### src/rtl/tdl_pkg.sv
package tdl_pkg;
   typedef enum logic [1:0] {
      SEQ_IDLE = 2'd0,
      SEQ_WAIT = 2'd1,
      SEQ_FIRE = 2'd2
   } seq_state_t;
endpackage

### src/rtl/tdl_edge_sync.sv
// Resynchronises a level and flags its rising edge for one cycle.
module tdl_edge_sync #(
   parameter int STAGES = 2
) (
   input  logic clk,
   input  logic rst_n,
   input  logic async_in,
   output logic rise_pls
);
   // chain[STAGES] holds the previous synchronised value
   logic [STAGES:0] chain;

   always_ff @(posedge clk or negedge rst_n) begin
      if (!rst_n) chain <= '0;
      else        chain <= {chain[STAGES-1:0], async_in};
   end

   assign rise_pls = chain[STAGES-1] & ~chain[STAGES];
endmodule

### src/rtl/tdl_delay_regs.sv
// Delay word written one byte lane at a time.
module tdl_delay_regs #(
   parameter int DATA_W = 8,
   parameter int DLY_W  = 24,
   localparam int LANES = DLY_W / DATA_W
) (
   input  logic              clk,
   input  logic              rst_n,
   input  logic [DATA_W-1:0] wr_data,
   input  logic              wr_en,
   input  logic [LANES-1:0]  lane_sel,
   output logic [DLY_W-1:0]  word
);
   for (genvar i = 0; i < LANES; i++) begin : g_lane
      logic [DATA_W-1:0] lane_q;
      always_ff @(posedge clk or negedge rst_n) begin
         if (!rst_n)                    lane_q <= '0;
         else if (wr_en && lane_sel[i]) lane_q <= wr_data;
      end
      assign word[i*DATA_W +: DATA_W] = lane_q;
   end
endmodule

### src/rtl/tdl_sequencer.sv
// Busy flag plus delay and width counters in series.
module tdl_sequencer
   import tdl_pkg::*;
#(
   parameter int DLY_W   = 24,
   parameter int PULSE_W = 4,
   localparam int WCW    = (PULSE_W > 1) ? $clog2(PULSE_W) : 1
) (
   input  logic             clk,
   input  logic             rst_n,
   input  logic             start,
   input  logic [DLY_W-1:0] dly_value,
   output logic             busy,
   output logic             fire
);
   seq_state_t       state;
   logic [DLY_W-1:0] target;
   logic [DLY_W-1:0] dcnt;
   logic             width_done;

   always_ff @(posedge clk or negedge rst_n) begin
      if (!rst_n) begin
         state  <= SEQ_IDLE;
         target <= '0;
         dcnt   <= '0;
      end else begin
         case (state)
            SEQ_IDLE: begin
               if (start) begin
                  target <= dly_value;
                  if (dly_value == '0) begin
                     state <= SEQ_FIRE;
                  end else begin
                     state <= SEQ_WAIT;
                     dcnt  <= {{(DLY_W-1){1'b0}}, 1'b1};
                  end
               end
            end
            SEQ_WAIT: begin
               if (dcnt == target) begin
                  state <= SEQ_FIRE;
                  dcnt  <= '0;
               end else begin
                  dcnt <= dcnt + 1'b1;
               end
            end
            SEQ_FIRE: begin
               if (width_done) state <= SEQ_IDLE;
            end
            default: state <= SEQ_IDLE;
         endcase
      end
   end

   if (PULSE_W > 1) begin : g_wcount
      logic [WCW-1:0] wcnt;
      always_ff @(posedge clk or negedge rst_n) begin
         if (!rst_n)                 wcnt <= '0;
         else if (state == SEQ_FIRE) wcnt <= width_done ? '0 : wcnt + 1'b1;
         else                        wcnt <= '0;
      end
      assign width_done = (wcnt == WCW'(PULSE_W - 1));
   end else begin : g_wsingle
      assign width_done = 1'b1;
   end

   assign busy = (state != SEQ_IDLE);
   assign fire = (state == SEQ_FIRE);
endmodule

### src/rtl/trig_delay_unit.sv
module trig_delay_unit #(
   parameter int DATA_W      = 8,
   parameter int DLY_W       = 24,
   parameter int PULSE_W     = 4,
   parameter int SYNC_STAGES = 2,
   localparam int LANES      = DLY_W / DATA_W
) (
   input  logic              clk,
   input  logic              rst_n,
   input  logic              trig_in,
   input  logic [DATA_W-1:0] bus_data,
   input  logic              load_stb,
   input  logic [LANES-1:0]  byte_sel,
   output logic              pulse_out,
   output logic              busy
);
   if (DLY_W % DATA_W != 0) begin : g_bad_width
      $error("DLY_W must be a multiple of DATA_W");
   end
   if (PULSE_W < 1) begin : g_bad_pulse
      $error("PULSE_W must be at least 1");
   end
   if (SYNC_STAGES < 2) begin : g_bad_sync
      $error("SYNC_STAGES must be at least 2");
   end

   logic             sync_pls;
   logic [DLY_W-1:0] delay_word;

   tdl_edge_sync #(.STAGES(SYNC_STAGES)) u_sync (
      .clk      (clk),
      .rst_n    (rst_n),
      .async_in (trig_in),
      .rise_pls (sync_pls)
   );

   tdl_delay_regs #(.DATA_W(DATA_W), .DLY_W(DLY_W)) u_regs (
      .clk      (clk),
      .rst_n    (rst_n),
      .wr_data  (bus_data),
      .wr_en    (load_stb),
      .lane_sel (byte_sel),
      .word     (delay_word)
   );

   tdl_sequencer #(.DLY_W(DLY_W), .PULSE_W(PULSE_W)) u_seq (
      .clk       (clk),
      .rst_n     (rst_n),
      .start     (sync_pls),
      .dly_value (delay_word),
      .busy      (busy),
      .fire      (pulse_out)
   );
endmodule

### config.mk
export PLATFORM = sky130hd
export DESIGN_NAME = trig_delay_unit
export DESIGN_NICKNAME = d
export VERILOG_FILES = /design/src/rtl/tdl_pkg.sv /design/src/rtl/tdl_edge_sync.sv /design/src/rtl/tdl_delay_regs.sv /design/src/rtl/tdl_sequencer.sv /design/src/rtl/trig_delay_unit.sv
export SDC_FILE = /design/constraint.sdc
export NUM_CORES = 1
export LEC_CHECK = 0
export ABC_AREA = 1
export BUFFER_PORTS_ARGS = -buffer_cell sky130_fd_sc_hd__buf_4
export CAP_MARGIN = 20
export CORE_ASPECT_RATIO = 0.8
export CORE_MARGIN = 4
export CORE_UTILIZATION = 37
export DETAILED_ROUTE_END_ITERATION = 6
export PLACE_DENSITY_LB_ADDON = 0.12
export SLEW_MARGIN = 5
export SYNTH_ARGS = -nofsm -noshare
export SYNTH_HDL_FRONTEND = slang
export SYNTH_HIERARCHICAL = 1
export SYNTH_SLANG_ARGS = --single-unit
### constraint.sdc
create_clock -name clk -period 2.55 [get_ports clk]
set_input_delay 0.51 -clock clk [delete_from_list [all_inputs] [get_ports clk]]
set_output_delay 0.51 -clock clk [all_outputs]
set_load 0.02 [all_outputs]
Word-level counts from Yosys, hierarchy flattened. Cells that the tools add are included.

Register bits: 79. Output and inout bits: 2. Word-level logic and storage cells: 41.

Add/subtract/negate cells: 2. Eq/ne operators: 8. Mux-type cells: 11. Bitwise gates (word level): 2. Reductions and logical operators: 10.

Operator list (count): $mux W24 (3); $pmux W24 S2 (1); $add A24 B1 Y24 const B (1); $eq A24 B24 Y1 (1); $logic_not A24 Y1 (1); $mux W2 (6); $pmux W2 S3 (1); $reduce_and A3 Y1 (2); $eq A2 B2 Y1 const B (2); $ne A2 B1 Y1 const B (2); $ne A2 B2 Y1 const B (2); $reduce_bool A2 Y1 (2); $logic_and A1 B1 Y1 (3); $add A2 B1 Y2 const B (1); $eq A2 B1 Y1 const B (1); $logic_not A2 Y1 (1); $reduce_and A2 Y1 (1); $and A1 B1 Y1 (1); $not A1 Y1 (1).

Depth between registers and ports, before layout. Gate-level depths: netlist (run 1).

Word-level depth: 4. Gate-level depth with buffers: 11. Mapped depth without buffers: 10.

Modules after synthesis. The synthesis (run 1) kept the hierarchy.

Modules (own cells, without submodules): tdl_sequencer (instances 1, cells each 477, area an instance 3239.4 µm², sequential area each 1301.2 µm²); tdl_delay_regs (instances 1, cells each 105, area an instance 968.4 µm², sequential area each 600.6 µm²); tdl_edge_sync (instances 1, cells each 5, area an instance 85.1 µm², sequential area each 75.1 µm²).

Least setup slack after synthesis (run 1). OpenSTA, ideal clock, no wires.

Path type: register -> register. Start point: register u_seq.dcnt[0]. End point: register u_seq.dcnt[12]. Arrival: 1429 ps. Slack: 1045 ps. Stages on the path, launching flop included: 8. Path buffers: 0. Cells stage by stage: dfrtp_1 > ha_1 > nand2_1 > nor2_2 > nand3_1 > xor2_1 > nand3b_1 > o21ai_1.

Longest elaborated chain between the ends: 3. Elaborated cells between the ends (all ways): 4.

RTL lines: start: declaration (RTL line tdl_sequencer.sv:18) `logic [DLY_W-1:0] dcnt;`; start signal: assignment (RTL line tdl_sequencer.sv:35) `dcnt <= {{(DLY_W-1){1'b0}}, 1'b1};`; start signal: assignment (RTL line tdl_sequencer.sv:44) `dcnt <= dcnt + 1'b1;`; $add A24 B1 Y24 or $eq A24 B24 Y1 (tied branches) (RTL line tdl_sequencer.sv:44, tdl_sequencer.sv:40); $mux W24 (*) (RTL line tdl_sequencer.sv:40) `if (dcnt == target) begin`; $pmux W24 S2 (*) (RTL line tdl_sequencer.sv:27) `case (state)`.

Every way passes the cells marked *; elsewhere a longest branch is shown, timed or not. A chain may end at the register's enable or synchronous reset.

Final worst setup path (run 1). Same ends and word-level chain as after synthesis.

==> results of run 1 <==
[metrics by stage]
step           power, mW  std cells  hold WS, ns  area [sq um]
2_1_floorplan       2.64        587        0.214          4290
3_3_place_gp        3.03        733        0.338          4510
3_5_place_dp        3.04        733        0.335          4510
4_1_cts             4.23        749        0.197          4780
5_1_grt             4.52        749        0.226          4780
6_report            4.18        749        0.176          4780
[power by group]
group / leakage, nW / total, mW / switching (mW) / internal, mW
Combinational: 1.23 / 1.19 / 0.773 / 0.420
Sequential: 1.01 / 1.81 / 0.271 / 1.54
Clock: 0.126 / 1.18 / 0.519 / 0.660
[cells in the final DEF, fill, tap and decap left out]
master,count
inv_2,8
clkinvlp_4,2
nand4_1,18
o21ai_1,9
a21oi_1,5
clkinv_1,1
dfrtp_1,79
inv_1,69
nor2_1,47
xor2_1,15
nor2_4,2
nor3_2,1
or2_2,1
o21ai_0,27
clkbuf_16,9
nor2_2,6
nand3_4,1
clkbuf_1,2
nand2_1,216
nand2_2,4
nor3_1,3
buf_4,19
ha_1,2
nand3b_1,8
nand3_1,45
nand3b_2,1
clkinv_2,2
inv_6,1
buf_12,1
and3_1,1
[layer usage]
| layer | GRT usage (%) | vias to the layer above |
|---|---|---|
| met1 | 24.6 | 1624 |
| met5 | 0 | - |
| met2 | 24.3 | 66 |
| li1 | - | 1854 |
| met3 | 3.29 | 12 |
| met4 | 4.62 | 0 |
[how the worst min path moves through the flow]
| stage | slack (ns) | from | endpoint | cells after the start |
|---|---|---|---|---|
| floorplan | 0.21 | rst_n | u_regs/g_lane[0].lane_q[0] | 0 |
| global placement | 0.34 | u_sync/chain[0] | u_sync/chain[1] | 0 |
| detailed placement | 0.33 | u_sync/chain[0] | u_sync/chain[1] | 0 |
| CTS | 0.20 | rst_n | u_seq/dcnt[3] | 1 |
| finish | 0.18 | rst_n | u_seq/dcnt[2] | 1 |
| global route | 0.23 | rst_n | u_seq/dcnt[19] | 1 |
[sequential cells by signal, indices dropped and copies added (netlist names)]
name and flops:
u_sync/chain 3, u_regs/g_lane.lane_q 24, u_seq/dcnt 24, u_seq/g_wcount.wcnt 2
u_seq/target 24, u_seq/state 2
[worst max-delay path, stage by stage (launching register included)]
cell and delay, ns:
dfrtp_1 0.47, ha_1 0.35, nand2_1 0.18, nor2_2 0.29
nand3_1 0.14, xor2_1 0.16, nand3b_1 0.16, o21ai_1 0.09
[cell type report]
cell class | count | area, sq um | area share, %
Tap cell | 144 | 180 | 3.77
Clock buffer | 11 | 233 | 4.87
Sequential cell | 79 | 1980 | 41.4
Timing Repair Buffer | 20 | 163 | 3.40
Inverter | 78 | 293 | 6.13
Clock inverter | 5 | 33.8 | 0.707
Multi-Input combinational cell | 412 | 1900 | 39.7
[cell families (layout without fill, tap and decap cells)]
family | after synthesis | after routing | share of synthesized area, %
compound gates | 41 | 41 | 4.78
xor+xnor | 15 | 15 | 3.06
fa+ha+maj | 2 | 2 | 0.583
buf+inv | 96 | 114 | 9.73
flops | 79 | 79 | 46.1
simple gates | 354 | 354 | 35.8
==> impl_results.md, run 1 <==
* Most common cell in the synthesized netlist: nand2_1
* Slew margin rel. at around three fifths
* Filler cells at between 1000 and 1500
* CTS sink cnt at between 70 and 80
* Fraction of layout instances using a drive strength above 1 at a little under a tenth
* FF-to-FF Start: u_seq/dcnt[0]
* CTS H-tree depth at 3
* Largest net degree at the start of global routing at roughly 50
* Max Cap Viol at 0
* First-pass GRT wire length at 17.9 mm
* Pre-CTS WS at around 0.65 ns
* Status: completed
* Slew Viols, Final at 0
* Arrival @ worst endpoint at ~2.2 ns
* Drc violations at 0
* Die width at ~130 microns
* Root buf cell: clkbuf_16
* Synth area leaders: dfrtp_1 (46%), nand2_1 (19%), inv_1 (6.0%)
* Syn Nets at just over 600
* Critical path origin: u_seq/dcnt[0]
* CP Launch Type: register
* FFs w/ async S/R, synth at 100%
* Top cells by count, synth: nand2_1 (216), dfrtp_1 (79), inv_1 (69)
* VDD IR max at between 300 and 400 uV
* First drt pass iteration count at 4
* Worst reg2reg endpoint: u_seq/dcnt[12]
* Cells on worst reg2reg path at 7
* Vias per cell at roughly 4.7
* Seq cells post-synth at 79
* Setup violators final at 0
* YS warnings at 6
* Area grow syn2layout at 11.3%
* Inserted Diodes at 0
* Critical Path RT at approximately 2.8 ns
* DR vias at approximately 3600
* Post-cts hold buffer count at 0
* Worst-path fanout max at 7
* FP Rows at 34
* Die area at 13400 sq um
* Syn Area/Cell at between 7 and 8 sq um
* CTS tree: done
* WL/cell at 13.9 microns
* Vias in the first global route at ~3500
* Crit path kind: reg -> reg
* Gpl congestion at 0.872
* Largest area contributor in the netlist: dfrtp_1
* Synthesized area at around 4300 sq um
* Clock Path Buffers at 2
* Post-synthesis sequential area ratio at 46.1%
* Reg2reg setup slack at between 0.6 and 0.7 ns
* Static Leak at approximately 2.4 nW
* Routed Antenna Nets at 0
* Crit share post-route at 75.0%
* Fin worst setup slack at 0.637 ns
* Setup tns final at 0 ns
* Hold/Removal Path Class: in -> async
* Ys flop type: dfrtp_1
* Grt ovf at 0
* Routed WL at around 10 mm
* Skew-Pair Late Insertion Delay at approximately 0.33 ns
* WL met2 at 4.48 mm
* HPWL after DPL at ~8 mm
* Distinct cells, synth at 27
* Final core utilization at 43.0%
* Die H at 104 microns
* Initial DRC count at between 200 and 250
* Port bufs at 16
* Area of the core at 11100 sq um
* Antenna violations before repair at 0
* IO Count at 17
* Initial Util at 38.7%
* CP endpoint: u_seq/dcnt[12]
* Post-synth EDFFs at 0
* Post-CTS setup buffer count at 0
* RSZ-0062 raised after global routing: no
* Share of the synthesized area in the top cell type at a little under half
* CP endpoint kind: register
* Worst Skew at between 0.004 and 0.005 ns
* CTS Buf Count at 9
* Post-cts resize count at 0
* Pwr dens at 875 nW/um^2
* Wl on met1 at 5.38 mm
* Cells after synthesis at around 590
* Clock-pin slew on the worst setup and hold paths at roughly 0.060 ns
* Met3 wire length at 448 microns
* Endpoints failing hold at 0
* Top Layer Used: met4
* GRT Overall Usage at 16.6%
* Minimum clock period at ~1.9 ns
* Final nets at 617
* Tightest Pin Transition at about 0.57 ns
* Max Freq at ~520 MHz
No activity file was read; power rests on OpenSTA's default activity.
==> run 2, diff against run 1 <==
==> constraint.sdc (replaced) <==
create_clock -name clk -period 1.8 [get_ports clk]
set_input_delay 0.36 -clock clk [delete_from_list [all_inputs] [get_ports clk]]
set_output_delay 0.36 -clock clk [all_outputs]
set_load 0.02 [all_outputs]
==> run 2 against run 1 <==
  * Sequential cell count unchanged
  * Combinational power increased by 48%
  * Routed wire length increased by 4.3%
  * Die area unchanged
  * Final cell count increased by 1.3%
  * Via count increased by 3.9%
  * Clock power increased by 47%
  * Critical path depth increased by 2
  * Non-clock buffer count increased by 8
  * Global-route usage decreased by 0.11 points
  * Highest routed layer unchanged
==> impl_results.md, run 2 (synthesis gave the netlist of run 1 again) <==
* CP endpoint: u_seq/dcnt[11]
* Final nets at 627 (+1.6%)
* Port bufs at 16 (unchanged)
* CP endpoint kind: register
* Reg2reg setup slack at 0.09 ns (-0.55 ns)
* Logic pwr share at 29.0% (+0.5 points)
* Top flop regs: u_regs/g_lane.lane_q x24, u_seq/dcnt x24, u_seq/target x24
* Tightest Pin Transition at 0.389 ns (-0.181 ns)
* Drc violations at 0 (unchanged)
* CP dominant cell by count: nand2_1
* Endpoints failing hold at 0 (unchanged)
* Die area at 13400 sq um (unchanged)
* Non-Filler Cell Area, Final at 4900 sq um (+2.6%)
* Gpl congestion at 0.858 (-1.6%)
* Grt ovf at 0 (unchanged)
* Routed Antenna Nets at 0 (unchanged)
* Clock share of power at 28.6% (+0.4 points)
* CTS H-tree depth at 3 (unchanged)
* Initial DRC count at 246 (+21%)
* Fraction of layout instances using a drive strength above 1 at 11.7% (+2.1 points)
* Routed WL at 10.9 mm (+4.3%)
* Net Sw Frac at 37.6% (+0.19 points)
* Worst reg2reg endpoint: u_seq/dcnt[11]
* Crit-path cells: inv_2, nand2_1, nand2_1, nor2_1, nand2_1, nor2_4, nand3_2, nand3b_1, o21ai_0
* Inserted Diodes at 0 (unchanged)
* Skew-Pair Late Insertion Delay at 0.33 ns (about the same)
* Filler cells at 1147 (-1.8%)
* FP Rows at 34 (unchanged)
* DP Area at 4560 sq um (+1.2%)
* P_int at 3.78 mW (+44%)
* Crit path kind: reg -> reg
* Commonest non-fill, non-tap cell in the layout: nand2_1
* Static Leak at 2.42 nW (+2.1%)
* Crit. path cell count at 9 (+2)
* First-pass GRT wire length at 17.5 mm (-2.4%)
* CTS Buf Count at 9 (unchanged)
* Setup violators final at 0 (unchanged)
* Clock-pin slew on the worst setup and hold paths at 0.06 ns (about the same)
* First drt pass iteration count at 5 (+1)
* Cells on worst reg2reg path at 9 (+2)
* Sw Pwr at 2.27 mW (+45%)
* Hold/Removal Path Class: in -> reg
* Post-CTS setup buffer count at 0 (unchanged)
* Max Freq at 584 MHz (+12%)
* WL/cell at 14.3 microns (+2.9%)
* Critical-path top delay cell: dfrtp_1
* CTS tree: done
* Worst Skew at 0.00594 ns (+0.00160 ns)
* Crit path max-delay family: simple AND/OR/NAND/NOR gates
* Pwr dens at 1230 nW/um^2 (+41%)
* Slew margin rel. at 74.1% (+12 points)
* Minimum clock period at 1.71 ns (-0.201 ns)
* DR vias at 3693 (+3.9%)
* Arrival @ worst endpoint at 1.93 ns (-0.24 ns)
* Antenna violations before repair at 0 (unchanged)
* Critical path origin: u_seq/dcnt[5]
* Crit path largest cell delay at 0.48 ns (about the same)
* Pre-CTS WS at 0.0574 ns (-0.597 ns)
* Max Cap Viol at 0 (unchanged)
* CP Buf/Inv Count at 1 (+1)
* Worst-path fanout max at 6 (-1)
* HPWL after DPL at 7.87 mm (+1.2%)
* Largest net degree at the start of global routing at 49 (unchanged)
* GRT Overall Usage at 16.5% (-0.11 points)
* FF-to-FF Start: u_seq/dcnt[5]
* Die H at 104 microns (unchanged)
* Initial Util at 38.7% (unchanged)
* Area of the core at 11100 sq um (unchanged)
* Clock Path Buffers at 2 (unchanged)
* Crit share post-route at 95.1% (+20 points)
* Vias in the first global route at 3420 (-3.5%)
* Flop pwr share at 42.4% (-0.9 points)
* Most frequent cells in the layout: nand2_1 (216), dfrtp_1 (77), inv_1 (69)
* IO Count at 17 (unchanged)
* CP Launch Type: register
* Status: completed
* Vias per cell at 4.87 (+2.5%)
* Design Power at 6.05 mW (+45%)
* Root buf cell: clkbuf_16
* Final core utilization at 44.1% (+1.1 points)
* Area grow syn2layout at 14.1%
* Critical Path RT at 2.02 ns (-0.79 ns)
* CTS sink cnt at 79 (unchanged)
* VDD IR max at 478 uV (+26%)
* Slew Viols, Final at 0 (unchanged)
* Fin worst setup slack at 0.0880 ns (-0.549 ns)
* Die width at 128 microns (unchanged)
[run 2: cell count changes in the layout (fill, tap and decap cells not counted), moves of 2 or more]
cell	previous run	this run
buf_4	19	26
clkbuf_1	2	0
dfrtp_1	79	77
dfrtp_2	0	2
nand3_2	0	2
nor2_2	6	4
nor2_4	2	4
[run 2: metrics by stage]
stage / cells / hold WS [ns] / TNS [ns]
2_1_floorplan: 587 / 0.0644 / 0
3_3_place_gp: 740 / 0.260 / 0
3_5_place_dp: 740 / 0.266 / 0
4_1_cts: 757 / 0.118 / 0
5_1_grt: 759 / 0.120 / -0.0203
6_report: 759 / 0.130 / 0
[run 2: per-layer routing]
layer	routed length, microns	track usage (%)	vias up
met3	587	3.85	9
met1	5570	24.3	1716
met5	0	0	-
li1	-	-	1877
met2	4620	24.1	91
met4	98	4.32	0
[run 2: timing repair]
item	CTS	global route
hold endpoints to repair	17	0
hold buffers	1	0
setup endpoints to repair	0	26
resized for setup	0	6
[run 2: how the worst min path moves through the flow]
stage / from / to / slack, ns / cells past startpoint
after detailed placement: rst_n / u_seq/g_wcount.wcnt[0] / 0.27 / 1
final: trig_in / u_sync/chain[0] / 0.13 / 1
after global routing: trig_in / u_sync/chain[0] / 0.12 / 1
after CTS: trig_in / u_sync/chain[0] / 0.12 / 1
after floorplan: rst_n / u_regs/g_lane[0].lane_q[0] / 0.06 / 0
after global placement: rst_n / u_seq/g_wcount.wcnt[1] / 0.26 / 1
[run 2: power by group through the flow]
stage                     clock network (mW)  logic (mW)  registers [mW]
after floorplan                            0        1.30            2.44
after global placement                     0        1.69            2.58
after detailed placement                   0        1.71            2.59
after CTS                               1.77        1.72            2.56
after global routing                    1.84        2.02            2.62
final                                   1.73        1.76            2.57
[run 2: area by class of cell]
cell class                      count  area, sq um  area share (%)
Tap cell                          144          180            3.68
Timing Repair Buffer               28          225            4.60
Clock buffer                       10          239            4.88
Sequential cell                    79         1980            40.4
Multi-Input combinational cell    414         1940            39.6
Clock inverter                      6         42.5           0.868
Inverter                           78          293            5.98
